[config.mk]
export PLATFORM = sky130hd
export DESIGN_NAME = ts_pingpong_cap
export DESIGN_NICKNAME = d
export VERILOG_FILES = /design/src/rtl/ts_cap_pkg.sv /design/src/rtl/ts_align.sv /design/src/rtl/ts_fifo.sv /design/src/rtl/ts_regs.sv /design/src/rtl/ts_pingpong_cap.sv
export SDC_FILE = /design/constraint.sdc
export NUM_CORES = 1
export LEC_CHECK = 0
export BUFFER_PORTS_ARGS = -buffer_cell sky130_fd_sc_hd__buf_2
export CORE_MARGIN = 8
export CORE_UTILIZATION = 45
export CTS_CLUSTER_DIAMETER = 200
export DETAILED_ROUTE_END_ITERATION = 8
export PLACE_DENSITY = 0.66
export SKIP_LAST_GASP = 1
export SYNTH_ARGS = -nofsm -noshare
export SYNTH_HDL_FRONTEND = slang
export SYNTH_HIERARCHICAL = 1
export SYNTH_SLANG_ARGS = --single-unit
[constraint.sdc]
create_clock -name clk -period 10.1 [get_ports clk]
set_input_delay 0 -clock clk [delete_from_list [all_inputs] [get_ports clk]]
set_output_delay 0 -clock clk [all_outputs]
set_load 0.01 [all_outputs]
[src/rtl/ts_cap_pkg.sv]
package ts_cap_pkg;
    localparam logic [1:0] A_CTL  = 2'd0;
    localparam logic [1:0] A_STAT = 2'd1;
    localparam logic [1:0] A_MASK = 2'd2;
    localparam logic [1:0] A_GEN  = 2'd3;

    localparam int B_LO   = 0;
    localparam int B_HI   = 4;
    localparam int B_ERR  = 8;
    localparam int B_OVF  = 9;
    localparam int B_FIFO = 0;
    localparam int B_ENG  = 4;
    localparam int B_SRST = 6;

    localparam logic [31:0] STAT_BITS = 32'h0000_0311;
    localparam logic [31:0] CTL_BITS  = 32'h0000_0011;

    typedef enum logic [1:0] {ST_HUNT, ST_PKT, ST_NEXT} align_st_t;

    typedef struct packed {
        logic       last_lo;
        logic       last_hi;
        logic [7:0] data;
    } beat_t;

    function automatic logic is_sync(input logic sop, input logic [7:0] d, input logic [7:0] sync);
        return sop && (d == sync);
    endfunction
endpackage

[src/rtl/ts_align.sv]
module ts_align
    import ts_cap_pkg::*;
#(
    parameter int PKT_BYTES = 188,
    parameter int PKTS_HALF = 8,
    parameter logic [7:0] SYNC = 8'h47,
    localparam int HALF  = PKT_BYTES * PKTS_HALF,
    localparam int TOTAL = 2 * HALF,
    localparam int AW    = $clog2(TOTAL),
    localparam int CW    = $clog2(PKT_BYTES + 1)
) (
    input  logic          clk,
    input  logic          rst,
    input  logic          flush,
    input  logic          run,
    input  logic          in_valid,
    input  logic          in_sop,
    input  logic [7:0]    in_data,
    input  logic          fifo_full,
    output logic          push,
    output logic [AW-1:0] push_addr,
    output beat_t         push_beat,
    output logic          err_pulse,
    output logic          ovf_pulse
);
    align_st_t     state;
    logic [CW-1:0] cnt;
    logic [AW-1:0] wptr, base, nxt;
    logic          want, begin_pkt, abandon, pkt_last, start;

    assign start = is_sync(in_sop, in_data, SYNC);

    always_comb begin
        want = 1'b0; begin_pkt = 1'b0; abandon = 1'b0; err_pulse = 1'b0; ovf_pulse = 1'b0;
        if (run && in_valid) begin
            unique case (state)
                ST_HUNT: if (start) begin want = 1'b1; begin_pkt = 1'b1; end
                ST_PKT: begin
                    if (in_sop) begin
                        err_pulse = 1'b1; abandon = 1'b1;
                        if (start) begin want = 1'b1; begin_pkt = 1'b1; end
                    end else want = 1'b1;
                end
                default: begin
                    if (start) begin want = 1'b1; begin_pkt = 1'b1; end
                    else err_pulse = 1'b1;
                end
            endcase
        end
        push = want && !fifo_full;
        if (want && fifo_full) begin
            ovf_pulse = 1'b1; abandon = 1'b1; begin_pkt = 1'b0;
        end
    end

    assign push_addr = begin_pkt ? base : wptr;
    assign nxt       = (push_addr == AW'(TOTAL - 1)) ? '0 : push_addr + 1'b1;
    assign pkt_last  = push && !begin_pkt && (cnt == CW'(PKT_BYTES - 1));
    assign push_beat = '{last_lo: (push_addr == AW'(HALF - 1)),
                         last_hi: (push_addr == AW'(TOTAL - 1)),
                         data: in_data};

    always_ff @(posedge clk) begin
        if (rst || flush) begin
            state <= ST_HUNT; cnt <= '0; wptr <= '0; base <= '0;
        end else if (!run) begin
            state <= ST_HUNT; cnt <= '0; wptr <= base;
        end else if (push) begin
            wptr <= nxt;
            if (pkt_last) begin
                base <= nxt; state <= ST_NEXT; cnt <= '0;
            end else begin
                state <= ST_PKT; cnt <= begin_pkt ? CW'(1) : cnt + 1'b1;
            end
        end else if (abandon || err_pulse) begin
            wptr <= base; state <= ST_HUNT; cnt <= '0;
        end
    end

    a_r9_no_push_when_full: assert property (@(posedge clk) disable iff (rst) push |-> !fifo_full);
    a_r2_push_needs_run:    assert property (@(posedge clk) disable iff (rst) push |-> run);
    a_r4_addr_in_ring:      assert property (@(posedge clk) disable iff (rst) push |-> (push_addr < AW'(TOTAL)));
endmodule

[src/rtl/ts_fifo.sv]
module ts_fifo #(
    parameter int W     = 22,
    parameter int DEPTH = 4,
    localparam int PW   = $clog2(DEPTH),
    localparam int NW   = $clog2(DEPTH + 1)
) (
    input  logic         clk,
    input  logic         rst,
    input  logic         flush,
    input  logic         push,
    input  logic [W-1:0] din,
    input  logic         pop,
    output logic [W-1:0] dout,
    output logic         full,
    output logic         empty
);
    logic [W-1:0]  mem [DEPTH];
    logic [PW-1:0] rd, wr;
    logic [NW-1:0] n;

    assign full  = (n == NW'(DEPTH));
    assign empty = (n == '0);
    assign dout  = mem[rd];

    function automatic logic [PW-1:0] step(input logic [PW-1:0] p);
        return (p == PW'(DEPTH - 1)) ? '0 : p + 1'b1;
    endfunction

    always_ff @(posedge clk) begin
        if (rst || flush) begin
            rd <= '0; wr <= '0; n <= '0;
        end else begin
            if (push && !full) begin mem[wr] <= din; wr <= step(wr); end
            if (pop && !empty) rd <= step(rd);
            n <= n + NW'(push && !full) - NW'(pop && !empty);
        end
    end

    a_r11_hold_when_stalled: assert property (@(posedge clk) disable iff (rst)
        (!empty && !pop && !flush) |=> $stable(dout));
endmodule

[src/rtl/ts_regs.sv]
module ts_regs
    import ts_cap_pkg::*;
(
    input  logic        clk,
    input  logic        rst,
    input  logic        reg_we,
    input  logic [1:0]  reg_addr,
    input  logic [31:0] reg_wdata,
    output logic [31:0] reg_rdata,
    input  logic        set_lo,
    input  logic        set_hi,
    input  logic        set_err,
    input  logic        set_ovf,
    output logic        run,
    output logic        soft_rst,
    output logic        irq
);
    logic [31:0] ctl, status, mask, clr, set;

    assign clr      = (reg_we && reg_addr == A_STAT) ? (reg_wdata & STAT_BITS) : '0;
    assign set      = (32'(set_lo) << B_LO) | (32'(set_hi) << B_HI) |
                      (32'(set_err) << B_ERR) | (32'(set_ovf) << B_OVF);
    assign run      = ctl[B_FIFO] && ctl[B_ENG];
    assign soft_rst = reg_we && (reg_addr == A_GEN) && reg_wdata[B_SRST];
    assign irq      = |(status & mask);

    always_comb begin
        unique case (reg_addr)
            A_CTL:   reg_rdata = ctl;
            A_STAT:  reg_rdata = status;
            A_MASK:  reg_rdata = mask;
            default: reg_rdata = '0;
        endcase
    end

    always_ff @(posedge clk) begin
        if (rst) begin
            ctl <= '0; status <= '0; mask <= '0;
        end else begin
            if (reg_we && reg_addr == A_CTL)  ctl  <= reg_wdata & CTL_BITS;
            if (reg_we && reg_addr == A_MASK) mask <= reg_wdata & STAT_BITS;
            status <= (status & ~clr) | set;
        end
    end

    a_r7_w1c_clears: assert property (@(posedge clk) disable iff (rst)
        (reg_we && reg_addr == A_STAT && reg_wdata[B_LO] && !set_lo) |=> !status[B_LO]);
    a_r9_ovf_sticky: assert property (@(posedge clk) disable iff (rst)
        (status[B_OVF] && !(reg_we && reg_addr == A_STAT && reg_wdata[B_OVF])) |=> status[B_OVF]);
    a_r5_half_sets: assert property (@(posedge clk) disable iff (rst)
        (set_lo || set_hi) |=> (status[B_LO] || status[B_HI]));
endmodule

[src/rtl/ts_pingpong_cap.sv]
module ts_pingpong_cap
    import ts_cap_pkg::*;
#(
    parameter int PKT_BYTES  = 188,
    parameter int PKTS_HALF  = 8,
    parameter int FIFO_DEPTH = 4,
    parameter logic [7:0] SYNC = 8'h47,
    localparam int AW = $clog2(2 * PKT_BYTES * PKTS_HALF),
    localparam int EW = AW + $bits(beat_t)
) (
    input  logic          clk,
    input  logic          rst,
    input  logic          in_valid,
    input  logic          in_sop,
    input  logic [7:0]    in_data,
    input  logic          reg_we,
    input  logic [1:0]    reg_addr,
    input  logic [31:0]   reg_wdata,
    output logic [31:0]   reg_rdata,
    output logic          mem_we,
    output logic [AW-1:0] mem_addr,
    output logic [7:0]    mem_wdata,
    input  logic          mem_ready,
    output logic          irq
);
    logic          run, soft_rst, push, err_p, ovf_p, full, empty, pop;
    logic [AW-1:0] push_addr;
    beat_t         push_beat, out_beat;
    logic [EW-1:0] f_out;

    ts_regs u_regs (
        .clk, .rst, .reg_we, .reg_addr, .reg_wdata, .reg_rdata,
        .set_lo(pop && out_beat.last_lo), .set_hi(pop && out_beat.last_hi),
        .set_err(err_p), .set_ovf(ovf_p),
        .run, .soft_rst, .irq
    );

    ts_align #(.PKT_BYTES(PKT_BYTES), .PKTS_HALF(PKTS_HALF), .SYNC(SYNC)) u_align (
        .clk, .rst, .flush(soft_rst), .run, .in_valid, .in_sop, .in_data,
        .fifo_full(full), .push, .push_addr, .push_beat,
        .err_pulse(err_p), .ovf_pulse(ovf_p)
    );

    ts_fifo #(.W(EW), .DEPTH(FIFO_DEPTH)) u_fifo (
        .clk, .rst, .flush(soft_rst), .push, .din({push_addr, push_beat}),
        .pop, .dout(f_out), .full, .empty
    );

    assign out_beat  = f_out[$bits(beat_t)-1:0];
    assign mem_addr  = f_out[EW-1 -: AW];
    assign mem_wdata = out_beat.data;
    assign mem_we    = !empty;
    assign pop       = mem_we && mem_ready;

    a_r11_stall_holds: assert property (@(posedge clk) disable iff (rst)
        (mem_we && !mem_ready && !soft_rst) |=> (mem_we && $stable(mem_addr) && $stable(mem_wdata)));
endmodule

# Yosys cells after proc, flatten, opt, wreduce, memory -nomap -nowiden
# Memories as Yosys holds them, arrays and structs flattened. A register that Yosys moved wholly into a read port is not among the register bits.
# Index checks and enable logic that the tools add are counted.
# totals
elab_cells	103
memories	1
ff_bits	79
mem_bits_rw	88
out_inout_bits	54
# op_classes
eq_ne	12
addsub	6
mux	37
reduce_logical	29
bitwise	8
# memory_table
name	depth	word_bits	read_ports	rd_ports_with_merged_regs	write_ports	line_no	source
u_fifo.mem	4	22	1	1	1	ts_fifo.sv:17	logic [W-1:0] mem [DEPTH];
# ops
op	n
one-hot mux 32 bit (3 select lines)	1
two-way mux 12 bit	5
AND 32 x 10 -> 32 bit	1
AND 32 bit	1
two-way mux 8 bit	4
NOT 32 bit	1
bitwise OR 32 x 10 -> 32 bit	1
bitwise OR 32 bit	1
bitwise OR 32 x 9 -> 32 bit	1
OR reduction 32 bit	1
two-way mux 1 bit	18
logical AND 1 bit	17
two-way mux 2 bit	7
adder 12 x 1 -> 12 bit, second input constant	1
== test 12 x 11 -> 1 bit, second input constant	1
== test 12 bit, second input constant	1
two-way mux 10 bit	1
adder 8 x 1 -> 8 bit, second input constant	1
== test 2 bit, second input constant	4
== test 8 x 7 -> 1 bit, second input constant	1
== test 8 bit, second input constant	1
bitwise OR 1 x 5 -> 5 bit	1
adder 2 x 1 -> 2 bit, second input constant	2
== test 2 x 1 -> 1 bit, second input constant	2
13 further kinds	17

# Logic depth before layout (Yosys ltp)
# Gate-level depths: netlist of the first run.
# logic_depth
depth_word	13
mapped_depth	17
ltp_nobuf	15

# Hierarchy
# The synthesis of the first run kept the hierarchy.
# by_module_without_submodules
mod	instances	cells_each	area_each_um2
ts_fifo	1	167	3663.5
ts_align	1	325	2376.0
ts_regs	1	86	753.2
ts_pingpong_cap	1	4	27.5

# Worst setup path before layout of the first run
# OpenSTA, ideal clock, no wires.
# synth_timing
path_type	flip-flop to flip-flop
from	register u_fifo.n[1]
to	register u_fifo.n[2]
t_required_ps	9985
slack_ps	6927
t_arrival_ps	3058
path_stages_with_launch	18
setup_ps	115
path_buffers	2
period_less_slack_ps	3173
path_cell_list	dfxtp_1 -> nor3b_2 -> nand3b_1 -> nor4_4 -> nor2_2 -> inv_2 -> buf_2 -> nor2b_1 -> buf_2 -> inv_1 -> ha_1 -> inv_1 -> ha_1 -> inv_1 -> fa_1 -> xnor2_1 -> xnor2_1 -> and2_1
# synth_via
elab_chain_len	6
# synth_lines
element	line_no	source
start: declaration	ts_fifo.sv:19	logic [NW-1:0] n;
start signal: assignment	ts_fifo.sv:35	n <= n + NW'(push && !full) - NW'(pop && !empty);
== test 3 bit	ts_fifo.sv:21	assign full = (n == NW'(DEPTH));
net full	ts_pingpong_cap.sv:26	logic run, soft_rst, push, err_p, ovf_p, full, empty, pop;
logical NOT 1 bit	ts_align.sv:50	push = want && !fifo_full;
logical AND 1 bit	ts_align.sv:50	
net push	ts_pingpong_cap.sv:26	
logical AND 1 bit	ts_fifo.sv:35	
adder 3 x 1 -> 3 bit	ts_fifo.sv:35	
subtractor 3 x 1 -> 3 bit	ts_fifo.sv:35	
# The timed path passes the listed nets, and every way through them passes these cells.
# A chain may end at the register's enable or synchronous reset.

# Worst setup path in the final report of the first run
# layout_timing
from	register u_regs.ctl[0]
to	register u_align.wptr[11]
# layout_via
elab_chain_len	10
# layout_lines
element	line_no	source
start: declaration	ts_regs.sv:18	logic [31:0] ctl, status, mask, clr, set;
start signal: assignment	ts_regs.sv:40	if (reg_we && reg_addr == A_CTL) ctl <= reg_wdata & CTL_BITS;
logical AND 1 bit *	ts_regs.sv:23	assign run = ctl[B_FIFO] && ctl[B_ENG];
net run	ts_pingpong_cap.sv:26	
logical AND 1 bit *	ts_align.sv:35	if (run && in_valid) begin
two-way mux 1 bit	ts_align.sv:35	
logical AND 1 bit	ts_align.sv:51	if (want && fifo_full) begin
two-way mux 1 bit *	ts_align.sv:51	
two-way mux 12 bit *	ts_align.sv:56	assign push_addr = begin_pkt ? base : wptr;
net push_addr[0]	ts_pingpong_cap.sv:27	logic [AW-1:0] push_addr;
adder 12 x 1 -> 12 bit / == test 12 bit (equally long branches)	ts_align.sv:57	assign nxt = (push_addr == AW'(TOTAL - 1)) ? '0 : push_addr + 1'b1;
two-way mux 12 bit *	ts_align.sv:57	
two-way mux 12 bit *	ts_align.sv:68	end else if (push) begin
two-way mux 12 bit *	ts_align.sv:66	end else if (!run) begin
end signal: assignment	ts_align.sv:69	wptr <= nxt;
end: declaration	ts_align.sv:28	logic [AW-1:0] wptr, base, nxt;
# Mark *: on every way through the listed nets, which the timed path passes. The rest lies on a longest branch.

==> flow_summary_export.csv, run 1 <==
group,metric,value,unit
status,status,"finished clean",
critical_path,timing.critical_path.from_type,"register",
critical_path,cp_max_fo,17,
cts,clkSlewWorstSetupHoldPaths,60,ps
die,die_x,139,um
cts,cts_tree,"done",
global_route,grt_pass1_wl,23800,um
timing,setup_tns,0,ps
die,die_area,0.0194,sq mm
die,core,0.0150,sq mm
critical_path,r2r-end,"u_align/wptr[11]",
final_layout,final_common_cell,"edfxtp_1",
critical_path,cp.arrival,5090,ps
critical_path,required,10420,ps
cts,worstSkewPairLatency,420,ps
timing,hold_violations,0,
critical_path,rr_worst_depth,12,
final_layout,antenna_cells,0,
timing,rsz0062_at_grt,"false",
global_route,overflow,0,
critical_path,r2r_setup_slack,5330,ps
final_layout,fin_nets,694,
detailed_routing,drt_pass1_iterations,5,
placed_design,globalplace.congestion,0.857,
detailed_routing,drc_errors,0,
cts,cts-root-buf,"clkbuf_16",
timing,finalSetupViolCount,0,
critical_path,worstSetupPathType,"reg -> reg",
die,start_util,0.454,
final_layout,drive_gt1_frac,0.190,
detailed_routing,wl,14300,um
global_route,grt_pass1_vias,4728,
final_layout,utilization,0.520,
critical_path,startpoint,"u_regs/ctl[0]",
critical_path,max_stage_delay,860,ps
synth,synth_area,0.00682,sq mm
critical_path,cp_common_cell,"nand2_1",
detailed_routing,vias,4640,
critical_path,critPathCapture,"u_align/wptr[11]",
timing,min_period,4770,ps
run,max_cap_viol_count,0,
placed_design,port_buffers,46,
detailed_routing,drtIter0Drc,368,
detailed_routing,via_per_inst,5.54,
cts,cts_buffers,17,
cts,h-tree-depth,4,
critical_path,cp_top_family,"simple AND/OR/NAND/NOR gates",
synth,syn_inst,582,
critical_path,path_depth,12,
final_layout,final_cell_mix,"88 x edfxtp_1, 71 x nand2_1, 53 x dfxtp_1",
synth,synth_ff_type,"edfxtp_1",
synth,ys_ff_latch,141,
global_route,grt_start_max_net_pins,31,
synth,yosysWarnings,6,
timing,timing.final.crit_share,0.472,
critical_path,cp_slowest_cell,"mux2i_1",
global_route,track_usage,0.154,
cts,cts.path.max_buffers,2,
power_and_ir_drop,p_per_area,160,mW/mm^2
synth,syn_area_per_cell,11.7,sq um
synth,synth_edf_count,88,
synth,ys_seq_area_frac,0.543,
final_layout,n_fill_cell,1272,
global_route,grt_antenna_before_repair,0,
synth,ys_types,67,
detailed_routing,wl_per_cell,17.1,um
die,ioPinCount,102,
timing,max-slew-margin-rel,0.219,
timing,finClkSkew,9.76,ps
timing,max_freq,210,MHz
timing,final_max_slew_viol_count,0,
cts,cts_resized,0,
cts,postCtsSetupRepairBufs,0,
critical_path,worst-path-buf-inv,0,
synth,async_reset_ff_frac,0,
die,die_h,139,um
critical_path,crit_path_cell_trace,"and2_1 > nand3b_1 > or4_1 > nand2_1 > nand2_1 > ha_1 > nand3_1 > or2_2 > nor3_1 > mux2i_1 > o311ai_0 > a211oi_1",
placed_design,dpl.hpwl,9470,um
power_and_ir_drop,p_leak,2.79,nW
die,rows,45,
cts,clkSinkCount,141,
hold_path,worstHoldStart,"reg_addr[0]",
detailed_routing,drt.antenna.violating_nets,0,
hold_path,hold_class,"in -> reg",
timing,worst_slew_pin_slew,1140,ps
cts,hold_buffers,18,
critical_path,cp-end-kind,"register",
critical_path,timing.rr.start,"u_regs/ctl[0]",
power_and_ir_drop,ir_worst_vdd,0.000113,V
final_layout,area_growth,14.7,%
==> logic make-up after synthesis <==
logic type,share of synthesized area
multiplexers,0.0987
AO/OA/AOI/OAI,0.0714
other,0.000550
AND/OR/NAND/NOR,0.168
adder cells (fa/ha/maj),0.0194
XOR/XNOR,0.0295
buffers and inverters,0.0693
flip-flops,0.543
==> worst min path at each step <==
stage	endpoint	slack (ps)	cells after the start
floorplan	reg_rdata[0]	80	1
global placement	u_regs/status[4]	220	2
detailed placement	u_regs/status[9]	230	2
CTS	u_regs/ctl[4]	0.5	3
global route	u_regs/ctl[4]	30	3
finish	u_regs/ctl[0]	20	3
==> area by class of cell <==
cell class	instances	area, sq um	share of cell area
multi-input cells	390	2750	0.352
clock inverters	10	98.8	0.0126
well taps	188	235	0.0301
inverters	14	52.6	0.00672
flip-flops and latches	141	3700	0.474
clock buffers	22	505	0.0646
repair buffers	72	470	0.0602
==> cells in the mapped netlist, drive strengths merged (3+ instances only) <==
| library cell | number | area (sq um) |
|---|---|---|
| edfxtp | 88 | 2640 |
| nand2 | 73 | 279 |
| dfxtp | 53 | 1060 |
| buf | 52 | 375 |
| nand3 | 40 | 200 |
| nor2 | 25 | 96.4 |
| mux4 | 22 | 503 |
| a21oi | 21 | 113 |
| mux2i | 17 | 170 |
| o21ai | 16 | 80.1 |
| inv | 14 | 52.6 |
| xnor2 | 14 | 123 |
| nand2b | 13 | 81.3 |
| clkbuf | 12 | 45.0 |
| nor3 | 11 | 60.1 |
| ha | 9 | 113 |
| nand4 | 9 | 56.3 |
| xor2 | 9 | 78.8 |
| a22oi | 8 | 60.1 |
| a31oi | 6 | 37.5 |
| and3 | 6 | 37.5 |
| a311oi | 4 | 35.0 |
| and2 | 4 | 25.0 |
| and3b | 4 | 35.0 |
| nor2b | 4 | 25.0 |
| and4 | 3 | 26.3 |
| nand3b | 3 | 22.5 |
| nor4 | 3 | 40.0 |
| o31ai | 3 | 22.5 |
| or3 | 3 | 18.8 |
| or3b | 3 | 28.8 |
==> metal layers <==
layer | global-route usage | up-vias | share of wire
li1 | - | 2191 | -
met1 | 0.182 | 2256 | 0.44
met2 | 0.256 | 161 | 0.48
met3 | 0.0403 | 32 | 0.056
met4 | 0.0786 | 0 | 0.024
met5 | 0 | - | 0
==> tightest hold or removal path, stage by stage <==
cell and delay [ps]:
buf_2 160, or3b_4 160, mux2i_1 70
==> where the power goes <==
group,switching (W),internal (W)
sequential,0.000000755,0.000608
combinational,0.0000186,0.0000107
clock,0.000234,0.000381
total,0.000253,0.00100
==> sequential cells by signal (all words and copies together) (netlist names), named ones only <==
signal,cells
u_fifo/n,3
u_align/cnt,8
u_align/wptr,12
u_fifo/mem,88
u_align/state,2
u_regs/status,4
u_fifo/wr,2
u_regs/mask,4
u_fifo/rd,2
u_align/base,12
u_regs/ctl,2
==> metrics by stage <==
stage | cell area [sq um] | hold WS (ps) | worst slack [ps] | std cells | total power [W]
after detailed placement | 7040 | 227 | 5480 | 787 | 0.000645
after global routing | 7820 | 29.9 | 5000 | 837 | 0.00129
final | 7820 | 19.3 | 5330 | 837 | 0.00125
after floorplan | 6920 | 75.9 | 6930 | 609 | 0.000646
after global placement | 7040 | 217 | 5570 | 787 | 0.000644
after CTS | 7820 | 0.472 | 5410 | 837 | 0.00127
Power figures use the tool's default switching activity.
==> run 2, diff against run 1 <==
--- a/config.mk
+++ b/config.mk
@@ -10,7 +10,7 @@
 export CORE_UTILIZATION = 45
 export CTS_CLUSTER_DIAMETER = 200
 export DETAILED_ROUTE_END_ITERATION = 8
-export PLACE_DENSITY = 0.66
+export PLACE_DENSITY = 0.69
 export SKIP_LAST_GASP = 1
 export SYNTH_ARGS = -nofsm -noshare
 export SYNTH_HDL_FRONTEND = slang
==> constraint.sdc (replaced) <==
create_clock -name clk -period 4.3 [get_ports clk]
set_input_delay 0 -clock clk [delete_from_list [all_inputs] [get_ports clk]]
set_output_delay 0 -clock clk [all_outputs]
set_load 0.01 [all_outputs]
==> flow_summary_export.csv, run 2 (same netlist as run 1, synthesis figures left out) <==
group,metric,value,unit
power_and_ir_drop,p_leak,2.84,nW
die,start_util,0.454,
die,ioPinCount,102,
critical_path,r2r_setup_slack,700,ps
critical_path,worstSetupPathType,"reg -> reg",
detailed_routing,wl_per_cell,17.6,um
detailed_routing,via_per_inst,5.48,
timing,worst_slew_pin_slew,1070,ps
final_layout,n_fill_cell,1269,
power_and_ir_drop,ir_worst_vdd,0.000287,V
cts,postCtsSetupRepairBufs,0,
timing,max-slew-margin-rel,0.287,
power_and_ir_drop,p_per_area,388,mW/mm^2
placed_design,post_dp_cell_area,0.00709,sq mm
final_layout,utilization,0.526,
timing,timing.final.crit_share,0.838,
global_route,grt_antenna_before_repair,0,
cts,worstSkewPairLatency,420,ps
detailed_routing,vias,4623,
global_route,grt_pass1_vias,4730,
final_layout,area_growth,15.9,%
timing,hold_violations,0,
hold_path,worstHoldPathCells,3,
final_layout,antenna_cells,0,
die,core,0.0150,sq mm
global_route,overflow,0,
critical_path,cp-end-kind,"register",
run,max_cap_viol_count,0,
detailed_routing,wl,14900,um
critical_path,r2r-end,"u_align/wptr[11]",
global_route,track_usage,0.154,
status,status,"finished clean",
global_route,grt_pass1_wl,23600,um
detailed_routing,drtIter0Drc,447,
critical_path,required,4630,ps
detailed_routing,drt_pass1_iterations,5,
cts,clkSlewWorstSetupHoldPaths,60,ps
timing,finClkSkew,12.6,ps
cts,h-tree-depth,4,
critical_path,rr_worst_depth,11,
hold_path,hold_class,"in -> reg",
critical_path,timing.rr.start,"u_regs/ctl[4]",
detailed_routing,drc_errors,0,
timing,max_freq,277,MHz
final_layout,reg_top3,"u_fifo/mem: 88 flops, u_align/base: 12 flops, u_align/wptr: 12 flops",
final_layout,final_cell_mix,"88 x edfxtp_1, 71 x nand2_1, 53 x dfxtp_1",
die,die_area,0.0194,sq mm
final_layout,top_register,"u_fifo/mem",
final_layout,drive_gt1_frac,0.195,
timing,finalSetupViolCount,0,
final_layout,final_area,0.00790,sq mm
cts,cts-root-buf,"clkbuf_16",
critical_path,cp_max_fo,11,
cts,clkSinkCount,141,
timing,final_max_slew_viol_count,0,
final_layout,final_common_cell,"edfxtp_1",
critical_path,timing.critical_path.from_type,"register",
hold_path,worstHoldStart,"reg_addr[0]",
timing,rsz0062_at_grt,"false",
timing,timing.hold.ws,26.6,ps
critical_path,cp.arrival,3930,ps
hold_path,hold_path_end,"u_regs/ctl[4]",
timing,min_period,3600,ps
die,die_x,139,um
placed_design,globalplace.congestion,0.875,
global_route,grt_start_max_net_pins,23,
placed_design,pre_cts_ws,787,ps
die,rows,45,
placed_design,port_buffers,46,
final_layout,fin_nets,701,
cts,cts_resized,0,
final_layout,largest_reg_flops,88,
cts,cts_buffers,17,
die,die_h,139,um
timing,setup_tns,0,ps
cts,cts.path.max_buffers,2,
timing,setup_ws,695,ps
cts,cts_tree,"done",
placed_design,dpl.hpwl,9930,um
detailed_routing,drt.antenna.violating_nets,0,
==> run 2: cell types whose count changed in the layout (fill, tap and decap cells not counted), sizes merged <==
| cell | change |
|---|---|
| buf | +7 |
| clkbuf | -5 |
| bufinv | +3 |
| inv | +2 |
| clkinv | +1 |
| clkinvlp | -1 |
==> run 2: critical path, cell delays in order, from the launching register on <==
cell      delay (ps)
dfxtp_1          360
and2_1           270
nand3b_1         310
or4_1            620
nand2_1          130
nand2_1          140
ha_1             270
buf_4            190
nor4bb_1         150
mux2i_1          470
o311ai_0         330
a211oi_1         280
==> run 2: stage by stage <==
step           std cells  power (W)
2_1_floorplan        609    0.00152
3_3_place_gp         794    0.00151
3_5_place_dp         794    0.00152
4_1_cts              844    0.00309
5_1_grt              844    0.00316
6_report             844    0.00307
==> run 2: cell type report <==
type	instances	area [sq um]	share of cell area
clock buffer	17	425	0.0538
tap	188	235	0.0298
sequential	141	3700	0.469
inverter	14	52.6	0.00665
timing repair buffer	79	523	0.0662
clock inverter	15	210	0.0266
multi-input combinational	390	2750	0.348
==> run 2: what timing repair did <==
action | in CTS | in global routing
hold endpoints to repair | 43 | 0
endpoints found under the setup margin | 0 | 0
hold buffers | 18 | 0
==> run 2: worst max-delay path by stage <==
stage | from | to
6_report | u_regs/ctl[4] | u_align/wptr[11]
5_1_grt | u_regs/ctl[4] | u_align/wptr[11]
4_1_cts | u_regs/ctl[4] | u_align/wptr[11]
3_5_place_dp | u_regs/ctl[4] | u_align/wptr[11]
3_3_place_gp | u_regs/ctl[0] | u_align/wptr[11]
2_1_floorplan | u_fifo/n[1] | u_fifo/n[2]
==> run 2: layer usage <==
metal	wire, um	GRT usage
met1	6280	0.177
met2	7460	0.264
met3	851	0.0413
met4	260	0.0682
met5	0	0
==> run 2: report_power, final <==
| part | switching (W) | internal [W] |
|---|---|---|
| Combinational | 0.0000450 | 0.0000252 |
| Sequential | 0.00000174 | 0.00143 |
| Clock | 0.000585 | 0.000983 |
| Total | 0.000632 | 0.00243 |
